===== config.mk =====
export PLATFORM = sky130hd
export DESIGN_NAME = lcd_line_timer
export DESIGN_NICKNAME = d
export VERILOG_FILES = /design/src/rtl/lcd_tim_pkg.sv /design/src/rtl/lcd_shift_path.sv /design/src/rtl/lcd_row_seq.sv /design/src/rtl/lcd_alt_gen.sv /design/src/rtl/lcd_line_timer.sv
export SDC_FILE = /design/constraint.sdc
export NUM_CORES = 1
export LEC_CHECK = 0
export ABC_AREA = 1
export BUFFER_PORTS_ARGS = -buffer_cell sky130_fd_sc_hd__buf_2
export CORE_ASPECT_RATIO = 1.75
export CORE_MARGIN = 4
export CORE_UTILIZATION = 26
export CTS_CLUSTER_SIZE = 30
export DETAILED_ROUTE_END_ITERATION = 6
export GPL_TIMING_DRIVEN = 0
export PLACE_DENSITY = 0.5
export SYNTH_ARGS = -nofsm -noshare
export SYNTH_HDL_FRONTEND = slang
export SYNTH_HIERARCHICAL = 1
export SYNTH_SLANG_ARGS = --single-unit

===== constraint.sdc =====
create_clock -name clk -period 8.6 [get_ports clk]
set_input_delay 1.72 -clock clk [delete_from_list [all_inputs] [get_ports clk]]
set_output_delay 1.72 -clock clk [all_outputs]
set_load 0.01 [all_outputs]

===== src/rtl/lcd_tim_pkg.sv =====
package lcd_tim_pkg;

    localparam int BUS_W = 8;
    localparam int NIB_W = 4;
    localparam int LANES = BUS_W / NIB_W;

    typedef enum logic [1:0] {
        ST_IDLE  = 2'd0,
        ST_SHIFT = 2'd1,
        ST_TAIL  = 2'd2,
        ST_LATCH = 2'd3
    } row_state_e;

    // Number of bus groups in one row; never zero.
    function automatic int unsigned groups_per_row(int unsigned ppl, logic wide);
        int unsigned g;
        g = wide ? (ppl / BUS_W) : (ppl / NIB_W);
        return (g == 0) ? 1 : g;
    endfunction

endpackage


===== src/rtl/lcd_shift_path.sv =====
module lcd_shift_path
    import lcd_tim_pkg::*;
#(
    parameter int PPL_W = 10
) (
    input  logic             clk,
    input  logic             rst,
    input  logic             shift_en,
    input  logic             wide,
    input  logic [PPL_W-1:0] ppl,
    input  logic [BUS_W-1:0] data_i,
    output logic             fetch_req,
    output logic             last_grp,
    output logic             cp,
    output logic [BUS_W-1:0] vd
);

    logic             ph;
    logic [PPL_W-1:0] grp;
    logic [PPL_W-1:0] grp_last;
    logic [BUS_W-1:0] vd_next;

    assign grp_last  = PPL_W'(groups_per_row(32'(ppl), wide) - 1);
    assign fetch_req = shift_en && !ph;
    assign last_grp  = shift_en && ph && (grp == grp_last);

    // Lane 0 always carries data; upper lanes only on the wide bus.
    for (genvar n = 0; n < LANES; n++) begin : g_lane
        if (n == 0) begin : g_base
            assign vd_next[n*NIB_W +: NIB_W] = data_i[n*NIB_W +: NIB_W];
        end else begin : g_upper
            assign vd_next[n*NIB_W +: NIB_W] = wide ? data_i[n*NIB_W +: NIB_W] : '0;
        end
    end

    always_ff @(posedge clk) begin
        if (rst) begin
            ph  <= 1'b0;
            grp <= '0;
            cp  <= 1'b0;
            vd  <= '0;
        end else begin
            cp <= shift_en && ph;
            if (shift_en) begin
                ph <= !ph;
                if (!ph) begin
                    vd <= vd_next;
                end else begin
                    grp <= last_grp ? '0 : grp + PPL_W'(1);
                end
            end else begin
                ph  <= 1'b0;
                grp <= '0;
            end
        end
    end


    property vd_hold_p;
        @(posedge clk) disable iff (rst) $rose(cp) |-> $stable(vd);
    endproperty
    vd_hold_chk: assert property (vd_hold_p);


    property fetch_single_p;
        @(posedge clk) disable iff (rst) fetch_req |=> !fetch_req;
    endproperty
    fetch_single_chk: assert property (fetch_single_p);

endmodule


===== src/rtl/lcd_row_seq.sv =====
module lcd_row_seq
    import lcd_tim_pkg::*;
#(
    parameter int LINE_W = 9,
    parameter int LPW_W  = 4,
    parameter int IDLE_W = 4
) (
    input  logic              clk,
    input  logic              rst,
    input  logic              last_grp,
    input  logic [LINE_W-1:0] lines,
    input  logic [LPW_W-1:0]  lpw,
    input  logic [IDLE_W-1:0] hidle,
    output logic              shift_en,
    output logic              lp,
    output logic              flm,
    output logic              lp_end
);

    localparam int CNT_W = (LPW_W > IDLE_W) ? LPW_W : IDLE_W;

    row_state_e        st;
    logic [CNT_W-1:0]  cnt;
    logic [LINE_W-1:0] row;
    logic [LPW_W-1:0]  lpw_eff;
    logic [LINE_W-1:0] row_last;

    assign lpw_eff  = (lpw == '0) ? LPW_W'(1) : lpw;
    assign row_last = (lines == '0) ? '0 : lines - LINE_W'(1);

    assign shift_en = (st == ST_SHIFT);
    assign lp       = (st == ST_LATCH);
    assign flm      = lp && (row == '0);
    assign lp_end   = lp && (cnt == CNT_W'(lpw_eff - LPW_W'(1)));

    always_ff @(posedge clk) begin
        if (rst) begin
            st  <= ST_IDLE;
            cnt <= '0;
            row <= '0;
        end else begin
            unique case (st)
                ST_IDLE: begin
                    if (cnt == CNT_W'(hidle)) begin
                        st  <= ST_SHIFT;
                        cnt <= '0;
                    end else begin
                        cnt <= cnt + CNT_W'(1);
                    end
                end
                ST_SHIFT: begin
                    if (last_grp) st <= ST_TAIL;
                end
                ST_TAIL: begin
                    st  <= ST_LATCH;
                    cnt <= '0;
                end
                ST_LATCH: begin
                    if (lp_end) begin
                        st  <= ST_IDLE;
                        cnt <= '0;
                        row <= (row == row_last) ? '0 : row + LINE_W'(1);
                    end else begin
                        cnt <= cnt + CNT_W'(1);
                    end
                end
                default: st <= ST_IDLE;
            endcase
        end
    end


    property flm_inside_lp_p;
        @(posedge clk) disable iff (rst) flm |-> lp;
    endproperty
    flm_inside_lp_chk: assert property (flm_inside_lp_p);

endmodule


===== src/rtl/lcd_alt_gen.sv =====
module lcd_alt_gen #(
    parameter int MPER_W = 6
) (
    input  logic              clk,
    input  logic              rst,
    input  logic              lp_end,
    input  logic [MPER_W-1:0] mper,
    output logic              m
);

    logic [MPER_W-1:0] lcnt;
    logic [MPER_W-1:0] per_last;

    assign per_last = (mper == '0) ? '0 : mper - MPER_W'(1);

    always_ff @(posedge clk) begin
        if (rst) begin
            lcnt <= '0;
            m    <= 1'b0;
        end else if (lp_end) begin
            if (lcnt >= per_last) begin
                lcnt <= '0;
                m    <= !m;
            end else begin
                lcnt <= lcnt + MPER_W'(1);
            end
        end
    end


    property m_moves_at_lp_end_p;
        @(posedge clk) disable iff (rst) (m != $past(m)) |-> $past(lp_end);
    endproperty
    m_moves_at_lp_end_chk: assert property (m_moves_at_lp_end_p);

endmodule


===== src/rtl/lcd_line_timer.sv =====
module lcd_line_timer
    import lcd_tim_pkg::*;
#(
    parameter int PPL_W  = 10,
    parameter int LINE_W = 9,
    parameter int LPW_W  = 4,
    parameter int IDLE_W = 4,
    parameter int MPER_W = 6
) (
    input  logic              clk,
    input  logic              rst,
    input  logic              cfg_wide,
    input  logic [PPL_W-1:0]  cfg_ppl,
    input  logic [LINE_W-1:0] cfg_lines,
    input  logic [LPW_W-1:0]  cfg_lpw,
    input  logic [IDLE_W-1:0] cfg_hidle,
    input  logic [MPER_W-1:0] cfg_mper,
    output logic              fetch_req,
    input  logic [BUS_W-1:0]  fetch_data,
    output logic              lcd_cp,
    output logic [BUS_W-1:0]  lcd_vd,
    output logic              lcd_lp,
    output logic              lcd_flm,
    output logic              lcd_m
);

    logic shift_en;
    logic last_grp;
    logic lp_end;

    lcd_shift_path #(.PPL_W(PPL_W)) i_shift (
        .clk      (clk),
        .rst      (rst),
        .shift_en (shift_en),
        .wide     (cfg_wide),
        .ppl      (cfg_ppl),
        .data_i   (fetch_data),
        .fetch_req(fetch_req),
        .last_grp (last_grp),
        .cp       (lcd_cp),
        .vd       (lcd_vd)
    );

    lcd_row_seq #(.LINE_W(LINE_W), .LPW_W(LPW_W), .IDLE_W(IDLE_W)) i_seq (
        .clk     (clk),
        .rst     (rst),
        .last_grp(last_grp),
        .lines   (cfg_lines),
        .lpw     (cfg_lpw),
        .hidle   (cfg_hidle),
        .shift_en(shift_en),
        .lp      (lcd_lp),
        .flm     (lcd_flm),
        .lp_end  (lp_end)
    );

    lcd_alt_gen #(.MPER_W(MPER_W)) i_alt (
        .clk   (clk),
        .rst   (rst),
        .lp_end(lp_end),
        .mper  (cfg_mper),
        .m     (lcd_m)
    );


    property cp_lp_apart_p;
        @(posedge clk) disable iff (rst) !(lcd_cp && lcd_lp);
    endproperty
    cp_lp_apart_chk: assert property (cp_lp_apart_p);


    property cp_low_after_lp_p;
        @(posedge clk) disable iff (rst) $fell(lcd_lp) |-> !lcd_cp;
    endproperty
    cp_low_after_lp_chk: assert property (cp_low_after_lp_p);

endmodule


Word level (Yosys, flattened, before mapping)
Cells that the tools add are included.

word-level totals
  bits in writable memories = 0
  memory bits (read-only) = 0
  bits in registers = 42
  input bits = 44
  logic and storage cells = 65
  memories kept = 0
  latch bits = 0

cells by class
  eq/ne operators = 10
  $add $sub $neg = 8
  reductions and logical operators = 19
  multiply operators = 0
  magnitude comparators = 1
  bitwise gates (word level) = 2
  divide/modulo/power cells = 0
  mux-type cells = 16
  shifts and indexed selects = 0

operators by type and width
  cell                     number
  $logic_not A32 Y1        1
  $mux W10                 2
  $logic_not A9 Y1         2
  $mux W9                  2
  $mux W4                  4
  $mux W6                  2
  $pmux W4 S3              1
  $add A10 B1 Y10 const B  1
  $eq A10 B10 Y1           1
  $sub A10 B1 Y10 const B  1
  $add A9 B1 Y9 const B    1
  $eq A9 B9 Y1             1
  $sub A9 B1 Y9 const B    1
  $eq A4 B4 Y1             2
  $mux W8                  1
  $pmux W2 S4              1
  $add A6 B1 Y6 const B    1
  $ge A6 B6 Y1             1
  $logic_not A6 Y1         1
  $mux W2                  3
  $reduce_and A2 Y1        3
  $sub A6 B1 Y6 const B    1
  $logic_and A1 B1 Y1      5
  $add A4 B1 Y4 const B    1
  other kinds (12)         16

Longest topological paths before layout
Gate-level depths: netlist of run 1.

  depth after elaboration = 8
  mapped depth = 25
  mapped depth without buffers = 24

By module
Netlist of run 1, hierarchy kept.

by module, submodules not included
  module          instances  area an instance (um^2)  sequential area each (um^2)  cells an instance
  lcd_row_seq     1          1,531.5                  300.3                        242
  lcd_shift_path  1          1,442.6                  400.4                        231
  lcd_alt_gen     1          596.8                    140.1                        86

Worst setup path after synthesis of run 1
Ideal clock, no wire load.

  path type = in2reg
  start point = in cfg_wide
  end point = reg i_seq.st[1]
  cell stages on the path = 24
  path slack = 4.495 ns
  required time = 8.479 ns
  path buffers = 1
  arrival time = 3.983 ns
  path through = buf_6 -> inv_4 -> nand2_2 -> nand2_2 -> nand2_4 -> nor2_4 -> nand2_4 -> nand2_2 -> inv_2 -> ha_1 -> a21oi_1 -> o21ai_0 -> a21oi_1 -> nand2_1 -> nor2_1 -> nand2_1 -> nor2_2 -> nand3_4 -> inv_2 -> inv_1 -> a22oi_1 -> nand2_1 -> o21ai_0 -> a21oi_1

on the way
  cells in the longest elaborated chain, start to end = 8

RTL lines
  what                                    RTL line              RTL
  start: declaration                      lcd_line_timer.sv:12  input logic cfg_wide,
  $mux W8 (*)                             lcd_tim_pkg.sv:17     g = wide ? (ppl / BUS_W) : (ppl / NIB_W);
  $logic_not A32 Y1                       lcd_tim_pkg.sv:18     return (g == 0) ? 1 : g;
  $mux W10 (*)                            lcd_tim_pkg.sv:18
  $sub A10 B1 Y10 (*)                     lcd_shift_path.sv:23  assign grp_last = PPL_W'(groups_per_row(32'(ppl), wide) - 1);
  $eq A10 B10 Y1 (*)                      lcd_shift_path.sv:25  assign last_grp = shift_en && ph && (grp == grp_last);
  $logic_and A1 B1 Y1 (*)                 lcd_shift_path.sv:25
  named net last_grp                      lcd_line_timer.sv:28  logic last_grp;
  $ne A2 B2 Y1 (no source line) (*)       --
  $reduce_and A3 Y1 (no source line) (*)  --
  end signal: assignment                  lcd_row_seq.sv:38     st <= ST_IDLE;
  end signal: assignment                  lcd_row_seq.sv:45     st <= ST_SHIFT;
  end signal: assignment                  lcd_row_seq.sv:52     if (last_grp) st <= ST_TAIL;
  end: declaration                        lcd_row_seq.sv:22     row_state_e st;

Mark *: on every way through the listed nets, which the timed path passes. The rest lies on a longest branch.
A chain may end at the register's enable or synchronous reset.

Worst setup path in the final report of run 1
  start point = in cfg_wide
  end point = reg i_seq.st[0]

The elaborated chain is that of the path after synthesis.

==> summary.md, run 1 <==
| Metric | Value |
|---|---|
| Clk_skew | `0.00709 ns` |
| R2r startpoint | `i_seq/st[1]` |
| Fmax | `236 MHz` |
| Initial DRT Pass Iterations | `5` |
| CTS tree | `built` |
| Crit Path Max Fanout | `10` |
| Per-cell routed wire length | `10.8 um` |
| Post-synth net total | `624` |
| Die Area | `15700 um^2` |
| Pre-CTS setup slack | `4.05 ns` |
| Critical Path RT | `8.77 ns` |
| Die Ht | `163 um` |
| Yosys warnings | `6` |
| Post-Layout Cell Count | `794` |
| Worst reg2reg path depth | `17` |
| Actual slew at the worst max-slew pin | `0.434 ns` |
| Final setup viols | `0` |
| Die width | `96.6 um` |
| Cts hold-fix bufs | `0` |
| Placeable Area | `13500 um^2` |
| Worst R2R End | `i_seq/st[0]` |
| Gp weighted congestion | `slightly above 0.8` |
| Initial antenna violation count | `0` |
| Vias per cell | `4.44` |
| Tot GR Track Use | `0.114` |
| Postcts setup bufs | `0` |
| Final Max Tran Viols | `0` |
| FF+latch count, synth | `between 40 and 50` |
| Minimum clock period | `4.24 ns` |
| Worst setup SP type | `input pin` |
| Post-synthesis sequential area ratio | `0.235` |
| Arr. time, crit path | `4.40 ns` |
| Residual DRC | `0` |
| Placed cell count | `786` |
| P&R area growth vs syn | `17.5%` |
| RSZ-0062 raised after global routing | `no` |
| Status | `complete, no violations` |
| Fill count | `1484` |
| Reg2reg setup slack | `about 6 ns` |
| Number of global-route vias before repair | `3383` |
| Hpwl dp | `~7.2 mm` |
| Share of cells above drive strength 1 | `0.219` |
| Post-cts sizing count | `0` |
| Final global-route overflow total | `0` |
| Antenna Cells | `0` |
| Final wirelength | `8.59 mm` |
| Worst-Skew Late Latency | `0.28 ns` |
| Setup crit end kind | `register` |
| Initial Util | `0.265` |
| Crit Path Category | `in -> reg` |
| Hold Crit Depth | `2` |
| Tcrit/Tclk final | `0.493` |
| Largest net degree at the start of global routing | `14` |
| Clock H-tree levels | `2` |
| CTS Sinks | `42` |
| Iter 0 DRT Violations | `109` |
| Multi-input logic area | `2350 um^2` |
| Ranking of synthesized cells by area | `dfxtp_1 24%, nand2_1 16%, inv_1 7.6%` |
| Leakage | `2.04 nW` |
| Unique masters post-synth | `39` |
| Register Area | `841 um^2` |
| Clk slew on worst S/H paths | `0.06 ns` |
| Worst Hold End | `i_shift/vd[6]` |
| Max transition margin | `0.711` |
| Vias | `3528` |
| Mapped Area | `3570 um^2` |
| Longest Clk Path Bufs | `2` |
| I/O pin cnt | `57` |
| VDD IR max | `0.0724 mV` |
| Final setup TNS | `0 ns` |
| Max-Cap Viols | `0` |
| Number of nets in the layout | `between 600 and 700` |
| Num CTS Buffers | `5` |
| Final Hold Fails | `0` |
| Post-Syn Area per Cell | `approximately 6.4 um^2` |
| Min-Delay Path Class | `reg -> reg` |
| HP Start | `i_shift/vd[6]` |
| Area share of the largest cell type after synthesis | `0.235` |
| Cells after synthesis | `559` |
| Cell Rows | `56` |
| Clk root buf | `clkbuf_16` |
| Port bufs | `53` |
| First-pass GRT wire length | `14.5 mm` |
| Post-route antenna net violation count | `0` |
| Final WS setup | `4.36 ns` |
| Top cell type by total area after synthesis | `dfxtp_1` |
| P per Cell Area | `147 nW/um^2` |
## Yosys cell counts (all sizes together)
master,count
o211ai,1
nand4,12
nand3,54
ha,21
a31oi,1
inv,81
dfxtp,42
o21bai,1
o21ai,21
mux2i,1
nand3b,1
a22oi,1
nor3,8
nor4,1
buf,5
nor3b,1
clkbuf,3
nor2,80
xnor2,8
or2,2
o21a,1
clkinv,3
nand2,176
a21oi,19
xor2,15
## placed cells by master, fill, tap and decap left out, types with 2 or more instances in the layout
master and n:
inv_4 2, xnor2_1 8, nand2_4 5, o21ai_0 16, ha_1 21, a21oi_1 18, nor3_1 7, o21ai_2 2
nand2_2 21, or2_2 2, buf_2 54, inv_1 72, nor2_4 6, nand3_1 49, nor2_2 18, clkbuf_16 5
xor2_1 15, nand3_2 3, o21ai_1 3, buf_6 4, nor2_1 56, clkbuf_1 4, inv_2 7, dfxtp_1 42
clkinv_1 3, nand3_4 2, nand4_1 11, nand2_1 150
## cell families (layout without fill, tap and decap cells)
logic type,Yosys count,in the layout,synth area share
fa+ha+maj,21,21,0.0736
simple gates,335,335,0.456
compound gates,45,45,0.0694
buf+inv,92,153,0.107
xor+xnor,23,23,0.0564
flops,42,42,0.235
mux,1,1,0.00280
## metal layers
metal / vias to the layer above / share of wire / global-route usage
li1: 1878 / - / -
met1: 1580 / 0.36 / 0.107
met2: 56 / 0.58 / 0.235
met3: 14 / 0.035 / 0.0198
met4: 0 / 0.018 / 0.0390
met5: - / 0 / 0
## worst max-delay path: stages
cell	delay, ns
buf_6	0.12
inv_4	0.10
nand2_2	0.06
nand2_2	0.09
nand2_4	0.09
nor2_4	0.10
nand2_4	0.07
nand2_2	0.09
inv_2	0.05
ha_1	0.27
xnor2_1	0.17
nand2_1	0.06
a21oi_1	0.21
nand2_1	0.09
nor2_1	0.09
nand2_1	0.06
nor2_2	0.12
nand3_4	0.15
inv_2	0.10
inv_1	0.04
a22oi_1	0.17
nand2_1	0.12
o21ai_0	0.19
a21oi_1	0.05
## cell type report
cell class | count | area share
Buffer | 8 | 0.0146
Sequential cell | 42 | 0.200
Tap cell | 174 | 0.0519
Timing Repair Buffer | 53 | 0.0632
Multi-Input combinational cell | 425 | 0.560
Clock buffer | 6 | 0.0307
Clock inverter | 2 | 0.00328
Inverter | 84 | 0.0763
## worst max-delay path by stage
| stage | from | to | cells after the start |
|---|---|---|---|
| floorplan | cfg_wide | i_seq/st[1] | 24 |
| global placement | cfg_wide | i_seq/st[1] | 24 |
| detailed placement | cfg_wide | i_seq/st[1] | 24 |
| CTS | cfg_wide | i_seq/st[1] | 24 |
| global route | cfg_wide | i_seq/st[1] | 24 |
| finish | cfg_wide | i_seq/st[0] | 24 |
## through the flow
step	util	area [um^2]	total power, mW	hold WS, ns
after global placement	0.301	4050	0.433	0.454
after global routing	0.312	4200	0.667	0.491
after CTS	0.312	4200	0.627	0.472
final	0.312	4200	0.615	0.465
after detailed placement	0.301	4050	0.437	0.461
after floorplan	-	3570	0.377	0.469
## report_power, final
| part | switching (mW) | internal, mW | total, mW |
|---|---|---|---|
| Clock | 0.0761 | 0.108 | 0.184 |
| Combinational | 0.125 | 0.0753 | 0.200 |
| Sequential | 0.0177 | 0.214 | 0.232 |
## sequential cells by signal, indices dropped and copies added, names as in the netlist
signal	cells
i_seq/st	2
i_seq/cnt	4
i_shift/vd	8
i_shift/grp	10
i_shift/cp	1
i_alt/lcnt	6
i_shift/ph	1
i_seq/row	9
i_alt/m	1
(Power assumes the default switching activity.)
==> run 2, diff against run 1 <==
- ABC_AREA: 1 -> 0
- clock period: 8.6 -> 4.4 ns (I/O delays scaled with it)
==> run 2 against run 1 <==
  * Highest routed layer unchanged
  * Setup slack got worse by 3.9 ns
  * Register-to-register slack got worse by 4.2 ns
  * Clock-buffer cell count unchanged
  * Sequential share of layout area increased by 1.2 points
  * Synthesized area decreased by 6.7%
  * Utilization increased by 0.53 points
  * Sequential power increased by 91%
  * Critical path depth decreased by 10
==> summary.md, run 2 <==
| Metric | Value |
|---|---|
| Status | `complete, no violations (unchanged)` |
| First-pass GRT wire length | `14.2 mm (was 14.5 mm)` |
| Placement Cell Area | `3800 um^2 (was 4050 um^2)` |
| Num CTS Buffers | `5 (unchanged)` |
| Final setup TNS | `0 ns (unchanged)` |
| Iter 0 DRT Violations | `108 (was 109)` |
| Number of global-route vias before repair | `3093 (was 3383)` |
| Initial DRT Pass Iterations | `4 (was 5)` |
| Leading cell type in the layout, fill and taps excluded | `buf_2 (was nand2_1)` |
| Final Max Tran Viols | `0 (unchanged)` |
| Final setup viols | `0 (unchanged)` |
| Clk root buf | `clkbuf_16 (unchanged)` |
| Commonest non-fill, non-tap cells in the layout | `56 x buf_2, 42 x dfxtp_1, 39 x nand2_1 (was 150 x nand2_1, 72 x inv_1, 56 x nor2_1)` |
| Gp weighted congestion | `0.829 (was 0.808)` |
| Most common cell in the synthesized netlist | `dfxtp_1 (was nand2_1)` |
| Clock H-tree levels | `2 (unchanged)` |
| Adder-cell share of the synthesized area | `0.0788 (was 0.0736)` |
| Initial antenna violation count | `0 (unchanged)` |
| Unique masters post-synth | `65 (was 39)` |
| Worst R2R End | `i_seq/row[6] (was i_seq/st[0])` |
| Crit Path Category | `in -> reg (unchanged)` |
| Post-Synth Simple-Gate Area | `0.280 (was 0.456)` |
| Clk slew on worst S/H paths | `0.06 ns (about the same)` |
| FF+latch count, synth | `42 (unchanged)` |
| Cts hold-fix bufs | `0 (unchanged)` |
| Post-Syn Area per Cell | `8.11 um^2 (was 6.39 um^2)` |
| Post-route antenna net violation count | `0 (unchanged)` |
| Ys async rst share | `0 (unchanged)` |
| Crit Path Max Fanout | `10 (unchanged)` |
| Critical Path RT | `4.62 ns (was 8.77 ns)` |
| Antenna Cells | `0 (unchanged)` |
| Share of cells above drive strength 1 | `0.172 (was 0.219)` |
| Design Area, Final | `3970 um^2 (was 4200 um^2)` |
| Postcts setup bufs | `0 (unchanged)` |
| Worst reg2reg path depth | `7 (was 17)` |
| Xor/xnor share of the synthesized area | `0.125 (was 0.0564)` |
| Largest family of logic cells by synthesized area | `simple AND/OR/NAND/NOR gates (unchanged)` |
| CTS Sinks | `42 (unchanged)` |
| Clk_skew | `0.00488 ns (was 0.00709 ns)` |
| Final Hold Fails | `0 (unchanged)` |
| Hpwl dp | `7.04 mm (was 7.22 mm)` |
| Tot Pwr | `1.19 mW (was 0.615 mW)` |
| Largest net degree at the start of global routing | `14 (unchanged)` |
| Hold slack | `0.450 ns (was 0.465 ns)` |
| RSZ-0062 raised after global routing | `no (unchanged)` |
| I/O pin cnt | `57 (unchanged)` |
| Minimum clock period | `between 3 and 4 ns` |
| R2r startpoint | `i_seq/row[2] (was i_seq/st[1])` |
| Cell Rows | `54 (was 56)` |
| Final wirelength | `8.73 mm (was 8.59 mm)` |
| Per-cell routed wire length | `13.7 um (was 10.8 um)` |
| Synth Area in Compound Gates | `0.172 (was 0.0694)` |
| Fmax | `252 MHz` |
| Top cell type by total area after synthesis | `dfxtp_1 (unchanged)` |
| Min-Delay Path Class | `reg -> reg (unchanged)` |
| Max-Cap Viols | `0 (unchanged)` |
| CTS tree | `built (unchanged)` |
| Area share of the largest cell type after synthesis | `0.252 (was 0.235)` |
| Ranking of synthesized cells by area | `dfxtp_1 25%, ha_1 7.9%, xnor2_1 6.8% (was dfxtp_1 24%, nand2_1 16%, inv_1 7.6%)` |
| Layout Utilization | `0.317 (was 0.312)` |
| Worst setup endpoint | `i_seq/st[1] (was i_seq/st[0])` |
| Port bufs | `51 (was 53)` |
| VDD IR max | `0.124 mV (was 0.0724 mV)` |
| Leakage | `1.55 nW (was 2.04 nW)` |
| Tcrit/Tclk final | `0.901` |
| Reg2reg setup slack | `1.85 ns (was 6.06 ns)` |
| Top flop regs | `i_shift/grp x10, i_seq/row x9, i_shift/vd x8 (unchanged)` |
| Post-synth net total | `476 (was 624)` |
| Vias per cell | `4.90 (was 4.44)` |
| Tot GR Track Use | `0.121 (was 0.114)` |
| P per Cell Area | `299 nW/um^2 (was 147 nW/um^2)` |
| Vias | `3126 (was 3528)` |
| Worst-Skew Late Latency | `0.29 ns (was 0.28 ns)` |
| Ys flop type | `dfxtp_1 (unchanged)` |
| Die Area | `14800 um^2 (was 15700 um^2)` |
| Arr. time, crit path | `4.18 ns (was 4.40 ns)` |
| Cells after synthesis | `411 (was 559)` |
| Setup crit end kind | `register (unchanged)` |
| Placeable Area | `12500 um^2 (was 13500 um^2)` |
| Post-synthesis sequential area ratio | `0.252 (was 0.235)` |
| Largest register by flop count | `i_shift/grp (unchanged)` |
| Max transition margin | `0.277 (was 0.711)` |
| Post-synth EDFFs | `0 (unchanged)` |
| CP startpoint | `cfg_wide (unchanged)` |
| Number of nets in the layout | `534 (was 684)` |
| Mapped Area | `3330 um^2 (was 3570 um^2)` |
| Actual slew at the worst max-slew pin | `1.07 ns (was 0.434 ns)` |
| Max reg flops | `10 (unchanged)` |
| Residual DRC | `0 (unchanged)` |
| Mux share of post-synthesis cell area | `0.0424 (was 0.00280)` |
| Die Ht | `158 um (was 163 um)` |
| Final global-route overflow total | `0 (unchanged)` |
| Worst setup SP type | `input pin (unchanged)` |
| Die width | `93.6 um (was 96.6 um)` |
| Post-cts sizing count | `0 (unchanged)` |
| Yosys warnings | `6 (unchanged)` |
| P&R area growth vs syn | `19.0% (was 17.5%)` |
| Longest Clk Path Bufs | `2 (unchanged)` |
| Initial Util | `0.267 (was 0.265)` |
| Synth top cells by count | `42 x dfxtp_1, 39 x nand2_1, 35 x nor2_1 (was 150 x nand2_1, 72 x inv_1, 56 x nor2_1)` |
## run 2: worst min-delay path by stage
stage                  start            end  slack [ns]  depth (start not counted)
6_report       i_shift/vd[2]  i_shift/vd[2]        0.45                          2
5_1_grt        i_shift/vd[2]  i_shift/vd[2]        0.48                          2
4_1_cts        i_shift/vd[5]  i_shift/vd[5]        0.45                          2
3_5_place_dp   i_shift/vd[5]  i_shift/vd[5]        0.44                          2
3_3_place_gp   i_shift/vd[5]  i_shift/vd[5]        0.44                          2
2_1_floorplan  i_shift/vd[4]  i_shift/vd[4]        0.48                          2
## run 2: stage by stage
stage	std cells	worst slack (ns)
finish	638	0.433
global route	638	0.0649
CTS	638	0.413
detailed placement	630	0.136
global placement	630	0.190
floorplan	411	0.906
## run 2: layout make-up
cell class                 instances  area (um^2)
sequential                        42          841
clock inverter                     2         37.5
tap                              168          210
clock buffer                       6          129
inverter                          18         67.6
timing repair buffer              51          255
multi-input combinational        332         2330
fill                            1345         8530
buffer                            19         96.3
## run 2: kinds of logic (layout without fill, tap and decap cells)
kind of cell	count (synthesis)	count (layout)
DFF	42	42
buffers and inverters	37	96
muxes	14	14
xor gates and xnor gates	46	46
adders and majority gates	21	21
AOI/OAI and AO/OA	78	78
and+or+nand+nor	173	173
## run 2: layer usage
layer / up-vias / track usage / share of wire
met5: - / 0 / 0
met4: 0 / 0.0523 / 0.025
met3: 15 / 0.0233 / 0.035
met2: 53 / 0.241 / 0.56
met1: 1468 / 0.118 / 0.38
li1: 1590 / - / -
## run 2: critical path, cell delays in order
cell and delay, ns:
buf_2 0.10, buf_2 0.22, buf_2 0.29, mux2i_1 0.25, a21boi_0 0.29, ha_1 0.23
nor2b_1 0.26, nand3_1 0.14, and3_1 0.20, o32ai_1 0.63, nor4_2 0.14, o21ai_0 0.28
o21ai_0 0.12, a21oi_1 0.14
## run 2: power breakdown
part	switching, mW	total, mW	internal (mW)	leakage [nW]
Clock	0.156	0.424	0.268	0.0771
Sequential	0.0315	0.442	0.410	0.339
Combinational	0.189	0.320	0.131	1.13
